===== src/rtl/sdr_sched_pkg.sv =====
package sdr_sched_pkg;

  typedef enum logic [2:0] {
    CMD_NOP,
    CMD_ACT,
    CMD_RD,
    CMD_WR,
    CMD_PRE
  } cmd_e;

  // {cs_n, ras_n, cas_n, we_n}
  function automatic logic [3:0] cmd_pins(cmd_e c);
    case (c)
      CMD_ACT: cmd_pins = 4'b0011;
      CMD_RD:  cmd_pins = 4'b0101;
      CMD_WR:  cmd_pins = 4'b0100;
      CMD_PRE: cmd_pins = 4'b0010;
      default: cmd_pins = 4'b0111;
    endcase
  endfunction

endpackage


===== src/rtl/sdr_dn_cnt.sv =====
module sdr_dn_cnt #(
  parameter int LIMIT = 3,
  parameter int W     = $clog2(LIMIT + 1)
) (
  input  logic clk_i,
  input  logic rst_ni,
  input  logic load_i,
  output logic zero_o
);

  logic [W-1:0] cnt_q;

  // load LIMIT-1 so the event LIMIT cycles after the load sees zero
  always_ff @(posedge clk_i or negedge rst_ni) begin
    if (!rst_ni)             cnt_q <= '0;
    else if (load_i)         cnt_q <= W'(LIMIT - 1);
    else if (cnt_q != '0)    cnt_q <= cnt_q - 1'b1;
  end

  assign zero_o = (cnt_q == '0);

endmodule


===== src/rtl/sdr_bank_state.sv =====
module sdr_bank_state #(
  parameter int ROW_W = 11,
  parameter int T_RCD = 3,
  parameter int T_RC  = 8,
  parameter int T_RP  = 3
) (
  input  logic             clk_i,
  input  logic             rst_ni,
  input  logic             act_i,
  input  logic             rw_i,
  input  logic             pre_i,
  input  logic [ROW_W-1:0] row_i,
  output logic             open_o,
  output logic [ROW_W-1:0] row_o,
  output logic             rw_ok_o,
  output logic             act_ok_o
);

  logic open_q;
  logic [ROW_W-1:0] row_q;
  logic rcd_zero, rc_zero, rp_zero;

  always_ff @(posedge clk_i or negedge rst_ni) begin
    if (!rst_ni) begin
      open_q <= 1'b0;
      row_q  <= '0;
    end else if (act_i) begin
      open_q <= 1'b1;
      row_q  <= row_i;
    end else if (pre_i) begin
      open_q <= 1'b0;
    end
  end

  sdr_dn_cnt #(.LIMIT(T_RCD)) u_rcd (
    .clk_i(clk_i), .rst_ni(rst_ni), .load_i(act_i), .zero_o(rcd_zero));
  sdr_dn_cnt #(.LIMIT(T_RC)) u_rc (
    .clk_i(clk_i), .rst_ni(rst_ni), .load_i(act_i), .zero_o(rc_zero));
  sdr_dn_cnt #(.LIMIT(T_RP)) u_rp (
    .clk_i(clk_i), .rst_ni(rst_ni), .load_i(pre_i), .zero_o(rp_zero));

  assign open_o   = open_q;
  assign row_o    = row_q;
  assign rw_ok_o  = open_q & rcd_zero;
  assign act_ok_o = ~open_q & rc_zero & rp_zero;

  AST_RW_OPEN_RCD: assert property (@(posedge clk_i) disable iff (!rst_ni)
    rw_i |-> (open_q && rcd_zero));
  AST_PRE_OPEN: assert property (@(posedge clk_i) disable iff (!rst_ni)
    pre_i |-> open_q);
  AST_ACT_WINDOWS: assert property (@(posedge clk_i) disable iff (!rst_ni)
    act_i |-> (!open_q && rc_zero && rp_zero));
  AST_ACT_OPENS: assert property (@(posedge clk_i) disable iff (!rst_ni)
    act_i |=> open_q);

endmodule


===== src/rtl/sdr_cmd_out.sv =====
module sdr_cmd_out
  import sdr_sched_pkg::*;
#(
  parameter int BA_W  = 2,
  parameter int ROW_W = 11
) (
  input  logic             clk_i,
  input  logic             rst_ni,
  input  cmd_e             cmd_i,
  input  logic [BA_W-1:0]  ba_i,
  input  logic [ROW_W-1:0] addr_i,
  output logic [3:0]       pins_o,
  output logic [BA_W-1:0]  ba_o,
  output logic [ROW_W-1:0] addr_o
);

  always_ff @(posedge clk_i or negedge rst_ni) begin
    if (!rst_ni) begin
      pins_o <= cmd_pins(CMD_NOP);
      ba_o   <= '0;
      addr_o <= '0;
    end else begin
      pins_o <= cmd_pins(cmd_i);
      ba_o   <= ba_i;
      addr_o <= addr_i;
    end
  end

endmodule


===== src/rtl/sdr_act_sched.sv =====
module sdr_act_sched
  import sdr_sched_pkg::*;
#(
  parameter int NUM_BANKS = 4,
  parameter int BA_W      = $clog2(NUM_BANKS),
  parameter int ROW_W     = 11,
  parameter int COL_W     = 8,
  parameter int T_RCD     = 3,
  parameter int T_RRD     = 2,
  parameter int T_RC      = 8,
  parameter int T_RP      = 3
) (
  input  logic             clk_i,
  input  logic             rst_ni,
  input  logic             req_valid_i,
  output logic             req_ready_o,
  input  logic [BA_W-1:0]  req_bank_i,
  input  logic [ROW_W-1:0] req_row_i,
  input  logic [COL_W-1:0] req_col_i,
  input  logic             req_we_i,
  output logic             cke_o,
  output logic             cs_n_o,
  output logic             ras_n_o,
  output logic             cas_n_o,
  output logic             we_n_o,
  output logic [BA_W-1:0]  ba_o,
  output logic [ROW_W-1:0] addr_o
);

  logic [NUM_BANKS-1:0] open_w, rw_ok_w, act_ok_w;
  logic [NUM_BANKS-1:0] act_v, rw_v, pre_v;
  logic [ROW_W-1:0]     row_w [NUM_BANKS];
  logic                 rrd_zero;
  logic                 do_act, do_rw, do_pre;
  logic                 hit;
  cmd_e                 cmd_d;
  logic [BA_W-1:0]      ba_d;
  logic [ROW_W-1:0]     addr_d;
  logic [3:0]           pins_q;

  for (genvar b = 0; b < NUM_BANKS; b++) begin : g_bank
    assign act_v[b] = do_act & (req_bank_i == BA_W'(b));
    assign rw_v[b]  = do_rw  & (req_bank_i == BA_W'(b));
    assign pre_v[b] = do_pre & (req_bank_i == BA_W'(b));

    sdr_bank_state #(
      .ROW_W(ROW_W), .T_RCD(T_RCD), .T_RC(T_RC), .T_RP(T_RP)
    ) u_bank (
      .clk_i   (clk_i),
      .rst_ni  (rst_ni),
      .act_i   (act_v[b]),
      .rw_i    (rw_v[b]),
      .pre_i   (pre_v[b]),
      .row_i   (req_row_i),
      .open_o  (open_w[b]),
      .row_o   (row_w[b]),
      .rw_ok_o (rw_ok_w[b]),
      .act_ok_o(act_ok_w[b])
    );
  end

  // cross-bank ACTIVE spacing
  sdr_dn_cnt #(.LIMIT(T_RRD)) u_rrd (
    .clk_i(clk_i), .rst_ni(rst_ni), .load_i(do_act), .zero_o(rrd_zero));

  assign hit = open_w[req_bank_i] & (row_w[req_bank_i] == req_row_i);

  always_comb begin
    do_act = 1'b0;
    do_rw  = 1'b0;
    do_pre = 1'b0;
    if (req_valid_i) begin
      if (open_w[req_bank_i]) begin
        if (!hit)                        do_pre = 1'b1;
        else if (rw_ok_w[req_bank_i])    do_rw  = 1'b1;
      end else if (act_ok_w[req_bank_i] && rrd_zero) begin
        do_act = 1'b1;
      end
    end
  end

  always_comb begin
    cmd_d  = CMD_NOP;
    ba_d   = '0;
    addr_d = '0;
    if (do_act) begin
      cmd_d  = CMD_ACT;
      ba_d   = req_bank_i;
      addr_d = req_row_i;
    end else if (do_rw) begin
      cmd_d  = req_we_i ? CMD_WR : CMD_RD;
      ba_d   = req_bank_i;
      addr_d = ROW_W'(req_col_i);
    end else if (do_pre) begin
      cmd_d  = CMD_PRE;
      ba_d   = req_bank_i;
    end
  end

  sdr_cmd_out #(.BA_W(BA_W), .ROW_W(ROW_W)) u_out (
    .clk_i (clk_i),
    .rst_ni(rst_ni),
    .cmd_i (cmd_d),
    .ba_i  (ba_d),
    .addr_i(addr_d),
    .pins_o(pins_q),
    .ba_o  (ba_o),
    .addr_o(addr_o)
  );

  assign {cs_n_o, ras_n_o, cas_n_o, we_n_o} = pins_q;
  assign req_ready_o = do_rw;
  assign cke_o       = 1'b1;

  AST_READY_RW: assert property (@(posedge clk_i) disable iff (!rst_ni)
    req_ready_o |=> (pins_q == 4'b0101 || pins_q == 4'b0100));
  AST_ACT_ONLY_FROM_REQ: assert property (@(posedge clk_i) disable iff (!rst_ni)
    (pins_q == 4'b0011) |-> $past(req_valid_i));

  if (T_RRD > 1) begin : g_rrd_chk
    AST_NO_BACK2BACK_ACT: assert property (@(posedge clk_i) disable iff (!rst_ni)
      (cmd_d == CMD_ACT) |-> (pins_q != 4'b0011));
  end

endmodule


===== config.mk =====
export PLATFORM = sky130hd
export DESIGN_NAME = sdr_act_sched
export DESIGN_NICKNAME = d
export VERILOG_FILES = /design/src/rtl/sdr_sched_pkg.sv /design/src/rtl/sdr_dn_cnt.sv /design/src/rtl/sdr_bank_state.sv /design/src/rtl/sdr_cmd_out.sv /design/src/rtl/sdr_act_sched.sv
export SDC_FILE = /design/constraint.sdc
export NUM_CORES = 1
export LEC_CHECK = 0
export ABC_CLOCK_PERIOD_IN_PS = 7900
export BUFFER_PORTS_ARGS = -buffer_cell sky130_fd_sc_hd__buf_2
export CORE_ASPECT_RATIO = 0.8
export CORE_UTILIZATION = 32
export CTS_BUF_LIST = sky130_fd_sc_hd__clkbuf_8
export DETAILED_ROUTE_END_ITERATION = 12
export GPL_TIMING_DRIVEN = 0
export SLEW_MARGIN = 5
export SYNTH_ARGS = -nofsm -noshare
export SYNTH_HDL_FRONTEND = slang
export SYNTH_SLANG_ARGS = --single-unit
export TNS_END_PERCENT = 5

===== constraint.sdc =====
create_clock -name clk_i -period 7.9 [get_ports clk_i]
set_input_delay 0.395 -clock clk_i [delete_from_list [all_inputs] [get_ports clk_i]]
set_output_delay 0.395 -clock clk_i [all_outputs]
set_load 0.05 [all_outputs]

==> results of run 1 <==
==> cell families (layout without fill, tap and decap cells) <==
group	after synthesis	count (layout)	share of synthesized area (%)
mux	63	63	17.9
simple gates	81	81	9.32
fa+ha+maj	17	17	4.41
compound gates	43	43	7.29
xor+xnor	26	26	4.72
buf+inv	48	104	5.22
other cells	2	2	0.156
flops	98	98	50.9
==> cell type report <==
class | count | area (um2)
clock inverter | 6 | 63.8
sequential | 98 | 2460
buffer | 19 | 143
inverter | 29 | 109
fill | 1359 | 9010
multi-input combinational | 232 | 2110
tap | 184 | 230
timing repair buffer | 40 | 230
clock buffer | 10 | 138
==> metrics by stage <==
stage | hold WS (ns) | setup WS [ns]
after floorplan | 0.0994 | 5.38
after global placement | 0.478 | 4.85
after detailed placement | 0.414 | 4.84
after CTS | 0.223 | 4.81
after global routing | 0.222 | 4.60
final | 0.242 | 4.85
==> worst max-delay path, stage by stage, from the launching register on <==
cell      delay, ns
dfrtp_1        0.39
inv_1          0.11
ha_1           0.19
nor3b_1        0.46
nand4_1        0.21
a311o_4        0.46
nor2_4         0.34
clkbuf_1       0.60
a22o_1         0.23
==> worst max path at each step <==
stage / startpoint / cells past startpoint / to
after floorplan: g_bank[1].u_bank.u_rc.cnt_q[0] / 8 / g_bank[0].u_bank.row_o[2]
after global placement: g_bank[1].u_bank.u_rc.cnt_q[0] / 8 / u_out.addr_o[9]
after detailed placement: g_bank[3].u_bank.u_rc.cnt_q[0] / 8 / u_out.addr_o[7]
after CTS: g_bank[3].u_bank.u_rc.cnt_q[0] / 8 / u_out.addr_o[4]
after global routing: g_bank[3].u_bank.u_rc.cnt_q[0] / 8 / u_out.addr_o[8]
final: g_bank[3].u_bank.u_rc.cnt_q[0] / 8 / u_out.addr_o[7]
==> layer usage <==
layer	part of all wire [%]	GRT usage (%)	up-vias
li1	-	-	1411
met1	48	18.1	1515
met2	47	22.8	47
met3	3.4	3.61	9
met4	1.0	3.78	0
met5	0	0	-
==> placed cells by master (no fill, tap or decap), drive strengths merged, types with 11 or more instances in the layout <==
cell type and count:
mux2 48, nand2 20, nor2 14, inv 30, clkbuf 13, buf 55, dfrtp 95, xnor2 15
xor2 11, ha 17
==> where the power goes <==
group	internal (mW)	total [mW]	switching, mW
Combinational	0.369	0.699	0.330
Clock	0.155	0.331	0.176
Sequential	0.706	0.813	0.107
Total	1.23	1.84	0.614
==> state kept, by name, summed over array words and instances (netlist names) <==
signal,cells
g_bank.u_bank.open_o,4
g_bank.u_bank.u_rc.cnt_q,16
u_out.addr_o,11
g_bank.u_bank.u_rp.cnt_q,8
u_rrd.cnt_q,2
u_out.ba_o,2
g_bank.u_bank.row_o,44
u_out.pins_o,3
g_bank.u_bank.u_rcd.cnt_q,8
==> run_results.csv, run 1 <==
group,metric,value,unit
run_status,status,"complete, no violations",
cells_and_area,fin_nets,471,
timing,rsz0062_at_grt,"false",
cts,cts_hold_buf,1,
grt,grt_start_max_net_pins,62,
cts,insertion_delay,0.37,ns
cells_and_area,final_util,37.8,%
pwr,p_per_area,336,nW/um2
cts,cts_tree,"done",
grt,grt_pass1_wl,16600,um
route,via_per_inst,4.83,
hold_path,min_to,"u_out.addr_o[0]",
hold_path,worstHoldStart,"req_col_i[0]",
cts,cts_sinks,98,
timing,finalClockSkew,0.0115,ns
timing,setup_violations,0,
yosys,syn_avg_cell_area,12.8,um2
critical_path,ff2ff_path_depth,8,
place,hpwl,6940,um
place,gp_congestion,0.750,
critical_path,worstSetupPathType,"reg2reg",
place,io_buffers,38,
yosys,synth_cells,378,
critical_path,start_kind,"flip-flop",
die,core_region_area,14500,um2
timing,worst_pin_slew,0.716,ns
yosys,synth_common_cells,"dfrtp_1, mux2_2, inv_1",
timing,hold_violations,0,
yosys,synth_nets,420,
critical_path,crit_required,8.21,ns
critical_path,reg2reg_from,"g_bank[3].u_bank.u_rc.cnt_q[0]",
cells_and_area,final_cell_count_no_fill,618,
place,dp.cells,601,
flow_run,drv_cap,0,
hold_path,min_delay_path_depth,2,
timing,tns,0,ns
cts,ctsLongestPathBuffers,2,
cells_and_area,n_antenna_cell,0,
timing,slew_headroom,52.3,%
yosys,ys_ff_latch,98,
timing,drv_slew,0,
pwr,total_power,1.84,mW
yosys,synth.area.top_cells,"dfrtp_1, mux2_2, ha_1",
route,via_count,2982,
route,wl_per_cell,15.8,um
yosys,async_flop_share,100,%
pwr,irDropWorstVdd,0.122,mV
critical_path,crit_fanout,10,
route,drtIter0Drc,164,
pwr,total_leakage_power,2.68,nW
cells_and_area,syn2layout_area_growth,13.7,%
yosys,yosysUniqueCellTypes,51,
cts,cts_inserted_buffers,9,
timing,min_period,3.05,ns
cells_and_area,drive_above_1_share,30.9,%
place,postPlaceCellArea,5270,um2
die,initial_core_util,33.3,%
yosys,synth_seq_area_share,50.9,%
yosys,synth_area,4820,um2
cts,postCtsResizedCells,0,
timing,fmax,0.328,GHz
die,fp.dieW,139,um
grt,overflow,0,
grt,antenna_found_initial,0,
critical_path,r2r_slack,4.85,ns
cells_and_area,final_area,5480,um2
cts,clk_pin_slew,0.09,ns
critical_path,reg2reg_to,"u_out.addr_o[7]",
yosys,yosysWarnings,0,
yosys,synth-edff-count,0,
yosys,synth_most_common_cell,"dfrtp_1",
yosys,synth.top_cell.area_share,49.3,%
route,wl,9790,um
route,drc,0,
yosys,synth-main-ff-cell,"dfrtp_1",
hold_path,min_path_type,"in2reg",
die,ios,44,
timing,fin_crit_sh,38.6,%
critical_path,cp.arrival,3.37,ns
die,dieHeight,112,um
yosys,synth_largest_area_cell,"dfrtp_1",
grt,grt_pass1_vias,3148,
route,drt-pass1-iter-count,4,
cts,postCtsSetupBuffers,0,
critical_path,critPathCaptureType,"flip-flop",
cts,cts_root_buf,"clkbuf_8",
die,dieArea,15600,um2
cts,h-tree-depth,3,
die,rows,39,
route,drtAntennaViolNets,0,
grt,track_usage,13.9,%
(Power assumes the default switching activity.)
==> run 2: changes to the inputs <==
ABC_AREA = 1   (was not set)
ABC_CLOCK_PERIOD_IN_PS = 2600   (was 7900)
clock period = 2.6 ns   (was 7.9 ns; I/O delays follow)
==> run_results.csv, run 2 <==
group,metric,value,unit
run_status,status,"complete, no violations",
cells_and_area,fin_nets,707,
route,drtIter0Drc,278,
yosys,async_flop_share,100,%
cells_and_area,largest_reg_flops,44,
grt,grt_start_max_net_pins,58,
cts,h-tree-depth,3,
pwr,total_leakage_power,3.06,nW
yosys,synth_nets,639,
critical_path,start_kind,"flip-flop",
cells_and_area,most-common-layout-cells,"nand2_1, dfrtp_1, inv_1",
timing,hold_slack,0.0106,ns
cells_and_area,drive_above_1_share,14.6,%
critical_path,reg2reg_to,"g_bank[3].u_bank.u_rcd.cnt_q[0]",
die,dieArea,15600,um2
die,fp.dieW,139,um
critical_path,worstSetupPathType,"reg2out",
cells_and_area,multi_input_area,1950,um2
cts,ctsLongestPathBuffers,2,
cells_and_area,syn2layout_area_growth,17.1,%
route,wl_per_cell,13.7,um
die,core_region_area,14500,um2
yosys,synth-main-ff-cell,"dfrtp_1",
hold_path,min_delay_path_depth,3,
place,hpwl,8360,um
yosys,synth_largest_area_cell,"dfrtp_1",
timing,fmax,0.414,GHz
critical_path,ff2ff_path_depth,14,
critical_path,crit_required,2.47,ns
timing,fin_crit_sh,92.9,%
yosys,ys_ff_latch,98,
critical_path,critPathTopFamily,"buffers and inverters",
timing,hold_violations,0,
critical_path,crit_start,"g_bank[1].u_bank.u_rcd.cnt_q[0]",
yosys,syn_avg_cell_area,8.10,um2
critical_path,crit_path_max_incr_delay,0.40,ns
pwr,irDropWorstVdd,0.323,mV
timing,setup_violations,0,
grt,grt_pass1_wl,19800,um
yosys,synth_common_cells,"nand2_1, dfrtp_1, inv_1",
pwr,p_switching,2.08,mW
cts,cts_sinks,98,
grt,antenna_found_initial,0,
pwr,p_int,3.41,mW
yosys,synth_top_family_by_area,"simple AND/OR/NAND/NOR gates",
pwr,swShare,37.8,%
grt,overflow,0,
route,drtAntennaViolNets,0,
pwr,power_frac_clock,18.7,%
critical_path,cp_slowest_cell,"dfrtp_1",
yosys,synth-compound-area-share,9.27,%
yosys,synthSimpleGateAreaFrac,24.6,%
timing,drv_slew,0,
timing,worst_pin_slew,0.653,ns
die,initial_core_util,33.4,%
critical_path,critPathCapture,"req_ready_o",
hold_path,worstHoldStart,"req_row_i[6]",
critical_path,cp.arrival,2.29,ns
cells_and_area,register_area,2460,um2
yosys,synth-edff-count,0,
place,gp_congestion,0.818,
grt,grt_pass1_vias,3900,
yosys,synth_seq_area_share,50.8,%
route,via_per_inst,4.69,
cells_and_area,n_antenna_cell,0,
yosys,synth_fa_ha_area_share,4.40,%
yosys,synth_xor_area_share,1.63,%
cts,cts_tree,"done",
critical_path,r2r_slack,0.21,ns
critical_path,path_cells,"inv_1 > ha_1 > inv_1 > o21ai_0 > nand3_1 > nor3_1 > nand4_1 > inv_4 > buf_4",
yosys,synthMuxAreaShare,0,%
critical_path,cp_num_cells,9,
critical_path,crit_fanout,9,
route,drc,0,
pwr,p_per_area,970,nW/um2
yosys,synth.top_cell.area_share,49.2,%
route,via_count,4008,
pwr,combPwrFrac,36.4,%
pwr,pwr-share-seq,44.9,%
die,dieHeight,112,um
critical_path,reg2reg_from,"g_bank[1].u_bank.u_rc.cnt_q[0]",
cts,insertion_delay,0.38,ns
timing,min_period,2.42,ns
cts,clk_pin_slew,0.10,ns
cts,cts_root_buf,"clkbuf_8",
route,drt-pass1-iter-count,5,
timing,finalClockSkew,0.0114,ns
cells_and_area,num-fill-cells,1470,
route,wl,11700,um
grt,track_usage,16.4,%
critical_path,critPathCaptureType,"output pin",
timing,slew_headroom,56.5,%
cells_and_area,final_common_cell,"nand2_1",
critical_path,crit_top_cell,"inv_1",
die,ios,44,
yosys,yosysWarnings,0,
cts,cts_inserted_buffers,9,
yosys,synth_most_common_cell,"nand2_1",
yosys,synth_cells,597,
yosys,synth_area,4830,um2
die,rows,39,
critical_path,critPathBufInv,4,
yosys,yosysUniqueCellTypes,30,
place,io_buffers,40,
timing,rsz0062_at_grt,"false",
yosys,synth.area.top_cells,"dfrtp_1, nand2_1, inv_1",
timing,tns,0,ns
flow_run,drv_cap,0,
hold_path,min_path_type,"in2reg",
-- run 2: logic make-up after synthesis --
kind of cell	after synthesis
AND/OR/NAND/NOR	290
flip-flops	98
buffers and inverters	97
AO/OA/AOI/OAI	84
adder cells (fa/ha/maj)	17
XOR/XNOR	9
other	2
-- run 2: timing repair --
action | CTS | global route
buffers inserted | 0 | 4
gates resized for setup | 0 | 6
hold buffers | 12 | 0
hold endpoints to repair | 49 | 0
endpoints found under the setup margin | 0 | 55
-- run 2: layer usage --
layer | vias up | track usage (%) | part of all wire (%)
met5 | - | 0 | 0
met4 | 0 | 5.04 | 1.4
met3 | 13 | 3.74 | 5.2
met2 | 82 | 25.0 | 45
met1 | 1917 | 23.0 | 48
li1 | 1996 | - | -
-- run 2: layout make-up --
| class | instances | area share (%) |
|---|---|---|
| sequential | 98 | 43.4 |
| buffer | 17 | 2.37 |
| inverter | 80 | 5.44 |
| tap | 184 | 4.07 |
| timing repair buffer | 57 | 6.77 |
| clock buffer | 9 | 2.19 |
| multi-input combinational | 402 | 34.4 |
| clock inverter | 7 | 1.35 |
-- run 2: worst min path at each step --
stage                                      endpoint  slack [ns]
after detailed placement            u_out.addr_o[9]        0.16
after floorplan             g_bank[0].u_bank.open_o       -0.17
after global routing      g_bank[0].u_bank.row_o[6]        0.01
after global placement              u_out.pins_o[0]        0.27
after CTS                 g_bank[0].u_bank.row_o[6]       0.003
final                     g_bank[0].u_bank.row_o[6]        0.01
-- run 2: power groups by stage --
stage,sequential [mW],combinational [mW],clock (mW)
after CTS,2.46,2.02,1.06
after global placement,2.45,1.86,0
after detailed placement,2.48,2.00,0
after global routing,2.53,2.37,1.12
after floorplan,2.48,1.51,0
final,2.46,2.00,1.03
-- run 2: worst register-to-register path, delay by kind of cell, from the launching register on --
family	cells	cell delay (ns)
buffers and inverters	4	0.58
adder cells (fa/ha/maj)	1	0.16
flip-flops	1	0.39
AND/OR/NAND/NOR	9	1.15
-- run 2: per-stage QoR --
stage               worst slack, ns  power [mW]  area [um2]  util (%)  std cells
floorplan                     0.711        3.99        4830         -        597
global placement              0.182        4.31        5260      36.3        821
detailed placement            0.120        4.49        5290      36.5        822
CTS                          0.0102        5.54        5610      38.7        850
global route                0.00560        6.02        5660      39.0        854
finish                        0.184        5.49        5660      39.0        854
==> run 3: changes to the inputs <==
RECOVER_POWER = 25   (was not set)
==> run_results.csv, run 3 (same netlist as run 2, synthesis figures left out) <==
group,metric,value,unit
flow_run,drv_cap,0,
timing,setup_violations,0,
critical_path,cp.arrival,2.30,ns
die,fp.dieW,139,um
route,drc,0,
route,met3_length,644,um
timing,tns,0,ns
timing,finalClockSkew,0.0116,ns
die,rows,39,
cts,h-tree-depth,3,
die,core_region_area,14500,um2
pwr,total_leakage_power,3.05,nW
place,dp.cells,822,
route,via_per_inst,4.72,
timing,slew_headroom,31.8,%
pwr,irDropWorstVdd,0.323,mV
cells_and_area,final_cell_count_no_fill,854,
timing,rsz0062_at_grt,"false",
critical_path,worstSetupPathType,"reg2out",
route,highest_layer,"met4",
cells_and_area,multi_input_area,1950,um2
cells_and_area,n_antenna_cell,0,
place,hpwl,8360,um
die,initial_core_util,33.4,%
cells_and_area,register_area,2460,um2
route,drt-pass1-iter-count,5,
cells_and_area,most-common-layout-cells,"nand2_1, dfrtp_1, inv_1",
timing,min_period,2.43,ns
cells_and_area,syn2layout_area_growth,16.6,%
route,drtIter0Drc,304,
timing,fin_ws,0.167,ns
cells_and_area,final_common_cell,"nand2_1",
place,io_buffers,40,
place,gp_congestion,0.818,
cts,cts_inserted_buffers,9,
critical_path,critPathCaptureType,"output pin",
hold_path,min_path_type,"in2reg",
die,dieArea,15600,um2
route,wl_per_cell,13.7,um
cts,clk_pin_slew,0.10,ns
grt,grt_pass1_wl,19800,um
grt,track_usage,16.4,%
die,dieHeight,112,um
pwr,p_per_area,973,nW/um2
route,wl_met1,5620,um
place,post-place-ws,0.120,ns
cts,ctsLongestPathBuffers,2,
pwr,combPwrFrac,36.4,%
die,ios,44,
cts,cts_tree,"done",
timing,worst_pin_slew,1.02,ns
cells_and_area,drive_above_1_share,14.6,%
cells_and_area,num-fill-cells,1472,
route,wl,11700,um
timing,fmax,0.411,GHz
pwr,p_int,3.41,mW
critical_path,crit_fanout,9,
pwr,pwr-share-seq,44.9,%
cts,cts_sinks,98,
timing,hold_violations,0,
pwr,power_frac_clock,18.8,%
critical_path,start_kind,"flip-flop",
cells_and_area,final_util,38.9,%
route,via_count,4034,
grt,grt_pass1_vias,3900,
cts,insertion_delay,0.38,ns
grt,overflow,0,
grt,grt_start_max_net_pins,58,
pwr,swShare,37.9,%
cells_and_area,fin_nets,707,
timing,fin_crit_sh,93.6,%
pwr,p_switching,2.08,mW
timing,drv_slew,0,
cells_and_area,largest_reg_flops,44,
grt,antenna_found_initial,0,
route,drtAntennaViolNets,0,
route,wl_met2,5260,um
run_status,status,"complete, no violations",
critical_path,crit_required,2.47,ns
cts,cts_root_buf,"clkbuf_8",
[run 3: routing by layer]
metal | up-vias | global-route usage, %
li1 | 2001 | -
met1 | 1930 | 23.0
met2 | 90 | 25.0
met3 | 13 | 3.74
met4 | 0 | 5.04
met5 | - | 0
[run 3: path summary, 6_finish.rpt]
| path | to | cells after the start | slack (ns) | startpoint |
|---|---|---|---|---|
| min in group asynchronous | g_bank[1].u_bank.row_o[1] | 2 | 0.45 | rst_ni |
| max in group asynchronous | g_bank[1].u_bank.u_rc.cnt_q[3] | 3 | 0.74 | rst_ni |
| worst max-delay path | req_ready_o | 9 | 0.17 | g_bank[1].u_bank.u_rcd.cnt_q[0] |
| worst max register to register | g_bank[3].u_bank.u_rcd.cnt_q[0] | 14 | 0.21 | g_bank[1].u_bank.u_rc.cnt_q[0] |
| worst min register to register | g_bank[1].u_bank.row_o[2] | 2 | 0.50 | g_bank[1].u_bank.row_o[2] |
| worst min-delay path | g_bank[0].u_bank.row_o[6] | 3 | 0.02 | req_row_i[6] |
[run 3: power by group through the flow]
stage	Clock, mW	Combinational, mW	Sequential, mW
floorplan	0	1.51	2.48
global placement	0	1.86	2.45
detailed placement	0	2.00	2.48
CTS	1.06	2.02	2.46
global route	1.12	2.37	2.53
finish	1.03	1.99	2.46
[run 3: layout make-up]
| type | count | share of cell area (%) |
|---|---|---|
| buffer | 17 | 2.38 |
| clock buffer | 9 | 2.20 |
| clock inverter | 7 | 1.35 |
| inverter | 80 | 5.46 |
| multi-input combinational | 402 | 34.6 |
| sequential | 98 | 43.6 |
| tap | 184 | 4.08 |
| timing repair buffer | 57 | 6.39 |
[run 3: repair_timing]
action / CTS / global route
gates resized for setup: 0 / 6
endpoints found under the setup margin: 0 / 55
hold endpoints to repair: 49 / 0
buffers inserted: 0 / 4
hold buffers: 12 / 0
[run 3: critical path: stages, from the launching register on]
cell and delay, ns:
dfrtp_1 0.40, inv_1 0.09, ha_1 0.22, inv_1 0.08
o21ai_0 0.16, nand3_1 0.11, nor3_1 0.16, nand4_1 0.26
inv_4 0.22, buf_4 0.22
[run 3: metrics by stage]
stage	area (um2)	power (mW)	hold slack, ns
floorplan	4830	3.99	-0.166
global placement	5260	4.31	0.273
detailed placement	5290	4.49	0.158
CTS	5610	5.54	0.00257
global route	5640	6.02	0.0130
finish	5640	5.49	0.0159
